<file path="src/rtl/tref_irq_pkg.sv">
package tref_irq_pkg;

    localparam int EVT_W = 8;

    // event bit positions (software decodes these)
    localparam int EV_REF_LOST  = 0;
    localparam int EV_REF_BACK  = 1;
    localparam int EV_XREF_DEAD = 2;
    localparam int EV_XREF_LIVE = 3;
    localparam int EV_STAT_CHG  = 4;
    localparam int EV_SWITCH    = 5;
    localparam int EV_LOS       = 6;
    localparam int EV_LOL       = 7;

    // status word bit positions
    localparam int ST_LOS  = 0;
    localparam int ST_LOL  = 1;
    localparam int ST_MODE = 2;
    localparam int ST_W    = 3;

    typedef logic [EVT_W-1:0] evt_vec_t;
    typedef logic [ST_W-1:0]  stat_vec_t;

endpackage

</file>
<file path="src/rtl/tref_irq_detect.sv">
module tref_irq_detect
    import tref_irq_pkg::*;
#(
    parameter int NUM_REFS = 4,
    parameter int IDX_W    = 2
) (
    input  logic                clk,
    input  logic                rst_n,
    input  logic [NUM_REFS-1:0] ref_avail,
    input  logic                xref_active,
    input  logic                auto_sel,
    input  stat_vec_t           stat_now,
    input  logic [IDX_W-1:0]    active_ref,
    output evt_vec_t            raw_evt,
    output logic                armed
);

    typedef struct packed {
        logic                armed;
        logic [NUM_REFS-1:0] avail;
        logic                xref;
        stat_vec_t           stat;
        logic [IDX_W-1:0]    ref_idx;
    } det_state_t;

    det_state_t st_d, st_q;

    logic [NUM_REFS-1:0] lost_vec;
    logic [NUM_REFS-1:0] back_vec;

    // per-reference transition detectors
    for (genvar g = 0; g < NUM_REFS; g++) begin : g_ref_edge
        assign lost_vec[g] = st_q.avail[g] & ~ref_avail[g];
        assign back_vec[g] = ~st_q.avail[g] & ref_avail[g];
    end

    always_comb begin
        logic switched;
        logic stat_moved;

        st_d         = st_q;
        st_d.armed   = 1'b1;
        st_d.avail   = ref_avail;
        st_d.xref    = xref_active;
        st_d.stat    = stat_now;
        st_d.ref_idx = active_ref;

        switched   = (active_ref != st_q.ref_idx);
        stat_moved = (stat_now != st_q.stat) || switched;

        raw_evt = '0;
        if (st_q.armed) begin
            raw_evt[EV_REF_LOST]  = |lost_vec;
            raw_evt[EV_REF_BACK]  = |back_vec;
            raw_evt[EV_XREF_DEAD] = st_q.xref & ~xref_active;
            raw_evt[EV_XREF_LIVE] = ~st_q.xref & xref_active;
            raw_evt[EV_STAT_CHG]  = stat_moved;
            raw_evt[EV_SWITCH]    = auto_sel & switched;
            raw_evt[EV_LOS]       = ~st_q.stat[ST_LOS] & stat_now[ST_LOS];
            raw_evt[EV_LOL]       = ~st_q.stat[ST_LOL] & stat_now[ST_LOL];
            if (!auto_sel) begin
                // manual mode: alarm flags follow the live alarm level
                raw_evt[EV_LOS] = raw_evt[EV_LOS] | stat_now[ST_LOS];
                raw_evt[EV_LOL] = raw_evt[EV_LOL] | stat_now[ST_LOL];
            end
        end
    end

    always_ff @(posedge clk or negedge rst_n) begin
        if (!rst_n) begin
            st_q <= '0;
        end else begin
            st_q <= st_d;
        end
    end

    assign armed = st_q.armed;

    // nothing is reported in the cycle that loads the first samples
    assert_quiet_first_cycle_R1: assert property (@(posedge clk) disable iff (!rst_n)
        !st_q.armed |-> raw_evt == '0);

endmodule

</file>
<file path="src/rtl/tref_irq_regs.sv">
module tref_irq_regs
    import tref_irq_pkg::*;
#(
    parameter int          ADDR_W    = 8,
    parameter logic [7:0]  STAT_ADDR = 8'h11,
    parameter logic [7:0]  EVT_ADDR  = 8'h12,
    parameter logic [7:0]  MASK_ADDR = 8'h13
) (
    input  logic              clk,
    input  logic              rst_n,
    input  evt_vec_t          raw_evt,
    input  stat_vec_t         stat_now,
    input  logic [ADDR_W-1:0] reg_addr,
    input  logic              reg_wr,
    input  logic              reg_rd,
    input  logic [7:0]        reg_wdata,
    output logic [7:0]        reg_rdata,
    output evt_vec_t          evt_flags,
    output evt_vec_t          mask_flags,
    output logic              irq
);

    localparam logic [ADDR_W-1:0] A_STAT = ADDR_W'(STAT_ADDR);
    localparam logic [ADDR_W-1:0] A_EVT  = ADDR_W'(EVT_ADDR);
    localparam logic [ADDR_W-1:0] A_MASK = ADDR_W'(MASK_ADDR);

    typedef struct packed {
        evt_vec_t   evt;
        evt_vec_t   mask;
        logic [7:0] rdata;
        logic       irq;
    } reg_state_t;

    reg_state_t st_d, st_q;

    logic evt_read;
    assign evt_read = reg_rd && (reg_addr == A_EVT);

    always_comb begin
        st_d = st_q;

        // read path: value seen before this clock's update
        if (reg_rd) begin
            unique case (reg_addr)
                A_STAT:  st_d.rdata = {{(8-ST_W){1'b0}}, stat_now};
                A_EVT:   st_d.rdata = st_q.evt;
                A_MASK:  st_d.rdata = st_q.mask;
                default: st_d.rdata = 8'h00;
            endcase
        end

        // sticky flags, cleared as a group by a read, new events win
        st_d.evt = (evt_read ? '0 : st_q.evt) | raw_evt;

        if (reg_wr && (reg_addr == A_MASK)) begin
            st_d.mask = reg_wdata;
        end

        st_d.irq = |(st_q.evt & st_q.mask);
    end

    always_ff @(posedge clk or negedge rst_n) begin
        if (!rst_n) begin
            st_q <= '0;
        end else begin
            st_q <= st_d;
        end
    end

    assign reg_rdata  = st_q.rdata;
    assign evt_flags  = st_q.evt;
    assign mask_flags = st_q.mask;
    assign irq        = st_q.irq;

    // without a read of the event register no flag ever drops
    assert_flags_sticky_R8: assert property (@(posedge clk) disable iff (!rst_n)
        !evt_read |=> (st_q.evt & $past(st_q.evt)) == $past(st_q.evt));

    // after a clearing read only freshly detected events remain
    assert_read_clears_R9: assert property (@(posedge clk) disable iff (!rst_n)
        evt_read |=> (st_q.evt & ~$past(raw_evt)) == '0);

    // the read returns the pre-clear flags
    assert_read_value_R9: assert property (@(posedge clk) disable iff (!rst_n)
        evt_read |=> st_q.rdata == $past(st_q.evt));

    // mask only changes through a write to its own address
    assert_mask_write_only_R11: assert property (@(posedge clk) disable iff (!rst_n)
        !(reg_wr && reg_addr == A_MASK) |=> $stable(st_q.mask));

endmodule

</file>
<file path="src/rtl/tref_irq_ctrl.sv">
module tref_irq_ctrl
    import tref_irq_pkg::*;
#(
    parameter int          NUM_REFS  = 4,
    parameter int          ADDR_W    = 8,
    parameter logic [7:0]  STAT_ADDR = 8'h11,
    parameter logic [7:0]  EVT_ADDR  = 8'h12,
    parameter logic [7:0]  MASK_ADDR = 8'h13,
    localparam int         IDX_W     = (NUM_REFS > 1) ? $clog2(NUM_REFS) : 1
) (
    input  logic                clk,
    input  logic                rst_n,
    input  logic [NUM_REFS-1:0] ref_avail,
    input  logic                xref_active,
    input  logic                auto_sel,
    input  logic                dpll_mode,
    input  logic [IDX_W-1:0]    active_ref,
    input  logic                los,
    input  logic                lol,
    input  logic [ADDR_W-1:0]   reg_addr,
    input  logic                reg_wr,
    input  logic                reg_rd,
    input  logic [7:0]          reg_wdata,
    output logic [7:0]          reg_rdata,
    output logic                irq
);

    stat_vec_t stat_now;
    evt_vec_t  raw_evt;
    evt_vec_t  evt_flags;
    evt_vec_t  mask_flags;
    logic      armed;

    always_comb begin
        stat_now          = '0;
        stat_now[ST_LOS]  = los;
        stat_now[ST_LOL]  = lol;
        stat_now[ST_MODE] = dpll_mode;
    end

    tref_irq_detect #(
        .NUM_REFS (NUM_REFS),
        .IDX_W    (IDX_W)
    ) u_detect (
        .clk         (clk),
        .rst_n       (rst_n),
        .ref_avail   (ref_avail),
        .xref_active (xref_active),
        .auto_sel    (auto_sel),
        .stat_now    (stat_now),
        .active_ref  (active_ref),
        .raw_evt     (raw_evt),
        .armed       (armed)
    );

    tref_irq_regs #(
        .ADDR_W    (ADDR_W),
        .STAT_ADDR (STAT_ADDR),
        .EVT_ADDR  (EVT_ADDR),
        .MASK_ADDR (MASK_ADDR)
    ) u_regs (
        .clk        (clk),
        .rst_n      (rst_n),
        .raw_evt    (raw_evt),
        .stat_now   (stat_now),
        .reg_addr   (reg_addr),
        .reg_wr     (reg_wr),
        .reg_rd     (reg_rd),
        .reg_wdata  (reg_wdata),
        .reg_rdata  (reg_rdata),
        .evt_flags  (evt_flags),
        .mask_flags (mask_flags),
        .irq        (irq)
    );

    // an automatic switch reports both the switch and the status change
    assert_switch_causes_R5: assert property (@(posedge clk) disable iff (!rst_n)
        (armed && auto_sel && active_ref != $past(active_ref))
            |=> evt_flags[EV_SWITCH] && evt_flags[EV_STAT_CHG]);

    // the switch flag only appears under automatic selection
    assert_manual_no_switch_R5: assert property (@(posedge clk) disable iff (!rst_n)
        $rose(evt_flags[EV_SWITCH]) |-> $past(auto_sel));

    // manual mode keeps the alarm flags set while the alarm lasts
    assert_manual_los_hold_R7: assert property (@(posedge clk) disable iff (!rst_n)
        (armed && !auto_sel && los) |=> evt_flags[EV_LOS]);
    assert_manual_lol_hold_R7: assert property (@(posedge clk) disable iff (!rst_n)
        (armed && !auto_sel && lol) |=> evt_flags[EV_LOL]);

    // pin is the registered masked OR
    assert_irq_latency_R10: assert property (@(posedge clk) disable iff (!rst_n)
        irq == $past(|(evt_flags & mask_flags)));

    // an all-zero mask keeps the pin low
    assert_masked_quiet_R8: assert property (@(posedge clk) disable iff (!rst_n)
        (mask_flags == '0 && $past(mask_flags) == '0) |-> !irq);

endmodule

</file>
<file path="config.mk">
export PLATFORM = sky130hd
export DESIGN_NAME = tref_irq_ctrl
export DESIGN_NICKNAME = d
export VERILOG_FILES = /design/src/rtl/tref_irq_pkg.sv /design/src/rtl/tref_irq_detect.sv /design/src/rtl/tref_irq_regs.sv /design/src/rtl/tref_irq_ctrl.sv
export SDC_FILE = /design/constraint.sdc
export NUM_CORES = 1
export LEC_CHECK = 0
export BUFFER_PORTS_ARGS = -buffer_cell sky130_fd_sc_hd__buf_4
export CORE_MARGIN = 3
export CORE_UTILIZATION = 51
export CTS_CLUSTER_SIZE = 28
export DETAILED_ROUTE_END_ITERATION = 6
export PLACE_DENSITY = 0.77
export SETUP_SLACK_MARGIN = 0.15
export SLEW_MARGIN = 25
export SYNTH_ARGS = -nofsm -noshare
export SYNTH_HDL_FRONTEND = slang
export SYNTH_SLANG_ARGS = --single-unit
</file>
<file path="constraint.sdc">
create_clock -name clk -period 1.8 [get_ports clk]
set_clock_uncertainty 0.2 [all_clocks]
set_input_delay 0.18 -clock clk [delete_from_list [all_inputs] [get_ports clk]]
set_output_delay 0.18 -clock clk [all_outputs]
set_load 0.005 [all_outputs]
</file>
## Word-level counts from Yosys, hierarchy flattened

Cells that the tools add are included.

- Logic and storage cells: 53
- Output and inout port bits: 9
- Register bits after elaboration: 36

- Equality and inequality tests: 5
- Bitwise gates (word level): 29
- Reduce and logical (&&, ||, !) cells: 6
- Mux-type cells: 4

Operator list:

| kind | number |
|---|---|
| $eq A8 B5 Y1 const B | 3 |
| $pmux W8 S3 | 1 |
| $mux W8 | 2 |
| $and A1 B1 Y1 | 13 |
| $not A1 Y1 | 12 |
| $and A8 B8 Y8 | 1 |
| $or A8 B8 Y8 | 1 |
| $reduce_or A4 Y1 | 2 |
| $reduce_or A8 Y1 | 1 |
| $ne A3 B3 Y1 | 1 |
| $logic_and A1 B1 Y1 | 2 |
| $mux W2 | 1 |
| $ne A2 B2 Y1 | 1 |
| $or A1 B1 Y1 | 2 |
| $logic_or A1 B1 Y1 | 1 |

## Longest topological paths before layout

- Depth in word-level cells: 6
- Depth in mapped cells: 5
- Depth with buffers taken out: 5

## Hierarchy

From an unflattened synthesis, not the netlist that was laid out.

- Cell total of the unflattened synthesis: 132
- Area, all modules: 1621.6 µm²

By module, submodules not included:

| module | cells each | instances | area an instance (µm²) |
|---|---|---|---|
| tref_irq_regs | 91 | 1 | 1123.6 |
| tref_irq_detect | 41 | 1 | 498.0 |

## Least setup slack after synthesis

OpenSTA, ideal clock, no wires.

- Kind: in2reg
- Start: input port reg_rd
- End: register u_regs.st_q, in the netlist u_regs.evt_flags[0]
- Data arrival time: 1077 ps
- Cell stages on the path: 4
- Setup slack: 402 ps
- Path through: buf_4 -> nor3b_1 -> nand3_2 -> a22o_1

RTL lines:

| item | RTL line | text |
|---|---|---|
| from (decl) | tref_irq_ctrl.sv:22 | `input logic reg_rd,` |
| to (signal assigned) | tref_irq_regs.sv:66 | `st_q <= st_d;` |
| to (decl) | tref_irq_regs.sv:34 | `reg_state_t st_d, st_q;` |

==> PnR_summary.wiki <==
{| class="wikitable"
! Metric !! Value
|-
| Run status || complete, no violations
|-
| Wire length per cell || ~16 µm
|-
| Num Clock Sinks || 36
|-
| Post-synthesis adder-cell area fraction || 1.60%
|-
| Clock tree from TritonCTS || built
|-
| Core area || ~2800 µm²
|-
| Overall die width || about 61 µm
|-
| Net load switching power || around 370 µW
|-
| Share of the synthesized area in compound gates (AO/OA/AOI/OAI) || between 10 and 15%
|-
| Number of antenna violations at the first check in global routing || 0
|-
| Nets in the synthesized netlist || 155
|-
| Final max-slew violation count || 0
|-
| Final critical path time including I/O delays and setup || 1.51 ns
|-
| Nets@finish || 218
|-
| Master cell of the clock root buffer || sky130_fd_sc_hd__clkbuf_4
|-
| Detailed placement HPWL || 2370 µm
|-
| Remaining number of nets flagged by the antenna check after routing || 0
|-
| DRT Wirelength || 3370 µm
|-
| R2R depth || 3
|-
| Cell variety after synth || 31
|-
| Top-level I/O count || 40
|-
| Cell types with the largest area share after synthesis || sky130_fd_sc_hd__dfrtp_1 58%, sky130_fd_sc_hd__mux2_2 7.9%, sky130_fd_sc_hd__a22oi_1 3.4%, sky130_fd_sc_hd__mux2i_1 3.2%, sky130_fd_sc_hd__o22ai_1 3.2%
|-
| Largest net degree at the start of global routing || 37
|-
| Die boundary height || around 61 µm
|-
| Leading cell type in the layout, fill and taps excluded || sky130_fd_sc_hd__buf_4
|-
| Setup Viol. Count Final || 0
|-
| Overall die area || 3770 µm²
|-
| Final hold violation count || 0
|-
| Layout overhead on the synthesized area || 38.1%
|-
| Hold path depth || 3
|-
| Commonest cells after routing, fill and taps aside || 39 x sky130_fd_sc_hd__buf_4, 36 x sky130_fd_sc_hd__dfrtp_1, 21 x sky130_fd_sc_hd__dlygate4sd3_1
|-
| Synth top area share || approximately 58%
|-
| Fraction of power consumed by sequential logic || 52.7%
|-
| Average cell area after synthesis || 12.8 µm²
|-
| Detailed-routing iteration count for the pre-antenna-repair pass || 4
|-
| Internal power consumption || 1.26 mW
|-
| Nature of the critical path startpoint || input pin
|-
| Arrival time of the worst setup path || 1.54 ns
|-
| Cell taking the most area after synthesis || sky130_fd_sc_hd__dfrtp_1
|-
| Sequential area share after synthesis || a little under three fifths
|-
| Clock slew at reported path FFs || ~0.11 ns
|-
| Hold Path Class || in2reg
|-
| Antenna diode count || 0
|-
| Total congestion overflow || 0
|-
| YS warnings || 0
|-
| Biggest fanout along the worst timing path || 4
|-
| Hold path endpoint || u_regs.reg_rdata[4]
|-
| Largest family of logic cells by synthesized area || compound AO/OA/AOI/OAI gates
|-
| Endpoint kind of the worst setup timing path || register
|-
| Number of max-cap violations || 0
|-
| Total global-route track usage || 20.7%
|-
| Number of synthesized register bits || 36
|-
| Vias in the first global route || between 1,000 and 1,500
|-
| Reg-to-reg critical path endpoint || u_regs.evt_flags[0]
|-
| Number of port buffers || 39
|-
| Clk_lat worst skew || 0.34 ns
|-
| Setup slack after layout || 0.293 ns
|-
| Required time at the worst-slack endpoint || 1.84 ns
|-
| Final weighted congestion in routability-driven placement || just under 0.8
|-
| Worst reg2reg path startpoint || u_detect.st_q[8]
|-
| Mux share of post-synthesis cell area || 11.1%
|-
| Fill cell count || 188
|-
| Via density per instance || 5.43
|-
| Xor and xnor area share after synthesis || under 10%
|-
| Maximum clock frequency || 663 MHz
|-
| Setup Crit Path Kind || in2reg
|-
| Pleak || between 1 and 1.5 nW
|-
| Worst hold path startpoint || reg_addr[0]
|-
| Total number of vias || 1,178
|-
| Post-synthesis cell area || 1570 µm²
|-
| Number of H-tree branching levels || 2
|-
| Number of clock buffers inserted by TritonCTS || 5
|-
| Pre-CTS WS || approximately 0.18 ns
|-
| Floorplan row count || 19
|-
| Fraction of layout instances using a drive strength above 1 || 32.3%
|-
| TNS Setup || 0 ns
|-
| Initial drt markers || 46
|-
| Gate count of the mapped netlist || 122
|-
| Worst VDD drop || 507 µV
|-
| Portion of total power attributed to combinational logic || between 10% and 20%
|-
| Initial Util || 55.3%
|-
| Wire length of the first global-routing pass || 5440 µm
|-
| Post-Synth Simple-Gate Area || about a tenth
|-
| Switching Fraction || around 23%
|-
| Maximum root-to-sink buffer count || 2
|-
| Power per cell area || around 750 nW/µm²
|-
| Residual DRC count || 0
|-
| Unrepaired setup endpoints after global routing || false
|-
| Final critical-path share of the clock period || a little over four fifths
|-
| FF-to-FF setup slack || around 0.42 ns
|-
| Number of post-CTS setup repair buffers || 0
|-
| Clock share of power || 34.2%
|}
==> power groups by stage <==
| stage | Sequential, mW | Clock [mW] | Combinational [mW] |
|---|---|---|---|
| 5_1_grt | 0.860 | 0.600 | 0.234 |
| 2_1_floorplan | 0.866 | 0 | 0.0824 |
| 3_5_place_dp | 0.872 | 0 | 0.177 |
| 6_report | 0.856 | 0.555 | 0.212 |
| 3_3_place_gp | 0.870 | 0 | 0.171 |
| 4_1_cts | 0.856 | 0.569 | 0.214 |
==> through the flow <==
step	util [%]	power [mW]	hold WS, ns	std cells	instance area (µm²)
after global placement	66.3	1.04	-0.0507	188	1880
after detailed placement	66.3	1.05	-0.0432	188	1880
after CTS	76.4	1.64	0.0264	217	2160
final	76.4	1.62	0.0449	217	2160
after floorplan	-	0.948	-0.316	122	1570
after global routing	76.4	1.69	0.0451	217	2160
==> layout make-up <==
| type | instances | area (µm²) | area share (%) |
|---|---|---|---|
| clock inverters | 2 | 35.0 | 1.62 |
| well taps | 31 | 38.8 | 1.79 |
| repair buffers | 60 | 503 | 23.3 |
| inverters | 13 | 48.8 | 2.26 |
| clock buffers | 6 | 41.3 | 1.91 |
| flip-flops and latches | 36 | 901 | 41.7 |
| multi-input cells | 69 | 594 | 27.5 |
==> worst max-delay path: stages <==
cell,delay [ns]
sky130_fd_sc_hd__dlygate4sd3_1,0.53
sky130_fd_sc_hd__buf_4,0.15
sky130_fd_sc_hd__ha_1,0.27
sky130_fd_sc_hd__nand2_1,0.04
sky130_fd_sc_hd__nand4b_1,0.17
sky130_fd_sc_hd__a22o_1,0.20
==> what timing repair did <==
| action | CTS | global route |
|---|---|---|
| hold endpoints to repair | 67 | 0 |
| gates resized for setup | 0 | 0 |
| hold buffers | 21 | 0 |
==> cell usage after synthesis <==
cell and n:
sky130_fd_sc_hd__buf_4 1, sky130_fd_sc_hd__xnor2_1 3, sky130_fd_sc_hd__buf_1 1, sky130_fd_sc_hd__nand4_1 1
sky130_fd_sc_hd__a2111o_1 1, sky130_fd_sc_hd__a22oi_1 7, sky130_fd_sc_hd__conb_1 1, sky130_fd_sc_hd__a22o_1 5
sky130_fd_sc_hd__o211ai_1 1, sky130_fd_sc_hd__o2111ai_1 1, sky130_fd_sc_hd__mux2i_1 5, sky130_fd_sc_hd__a32o_1 2
sky130_fd_sc_hd__nor4b_4 1, sky130_fd_sc_hd__o2bb2ai_1 1, sky130_fd_sc_hd__nand2_1 3, sky130_fd_sc_hd__nor3b_1 1
sky130_fd_sc_hd__mux2_2 11, sky130_fd_sc_hd__and2_1 1, sky130_fd_sc_hd__ha_1 2, sky130_fd_sc_hd__nand3_2 1
sky130_fd_sc_hd__a21o_1 2, sky130_fd_sc_hd__nand4_4 1, sky130_fd_sc_hd__nand2b_1 3, sky130_fd_sc_hd__inv_1 13
sky130_fd_sc_hd__nand3_1 1, sky130_fd_sc_hd__buf_2 2, sky130_fd_sc_hd__dfrtp_1 36, sky130_fd_sc_hd__nor2b_1 4
sky130_fd_sc_hd__nand4b_1 1, sky130_fd_sc_hd__nor2_1 1, sky130_fd_sc_hd__o22ai_1 8
==> worst max-delay path by stage <==
| stage | startpoint | endpoint | slack (ns) |
|---|---|---|---|
| CTS | lol | u_regs.evt_flags[4] | 0.31 |
| detailed placement | reg_addr[5] | u_regs.mask_flags[3] | 0.18 |
| floorplan | reg_rd | u_regs.evt_flags[0] | 0.40 |
| global placement | reg_addr[5] | u_regs.mask_flags[7] | 0.22 |
| global route | lol | u_regs.evt_flags[4] | 0.27 |
| finish | lol | u_regs.evt_flags[4] | 0.29 |
==> sequential cells by signal, indices dropped and copies added, names as in the netlist <==
| name | count |
|---|---|
| u_detect.st_q | 10 |
| u_regs.evt_flags | 8 |
| u_regs.mask_flags | 8 |
| u_regs.reg_rdata | 8 |
| u_detect.armed | 1 |
| u_regs.irq | 1 |
==> cells by family after synthesis <==
logic type               after synthesis
adder cells (fa/ha/maj)                2
multiplexers                          16
flip-flops                            36
AO/OA/AOI/OAI                         28
XOR/XNOR                               3
buffers and inverters                 17
AND/OR/NAND/NOR                       19
other                                  1
==> layer usage <==
| metal | track usage, % | share of wire [%] |
|---|---|---|
| met5 | 0 | 0 |
| met4 | 9.70 | 1.8 |
| met3 | 6.92 | 6.1 |
| met2 | 34.7 | 51 |
| met1 | 23.8 | 41 |
Power figures use the tool's default switching activity.
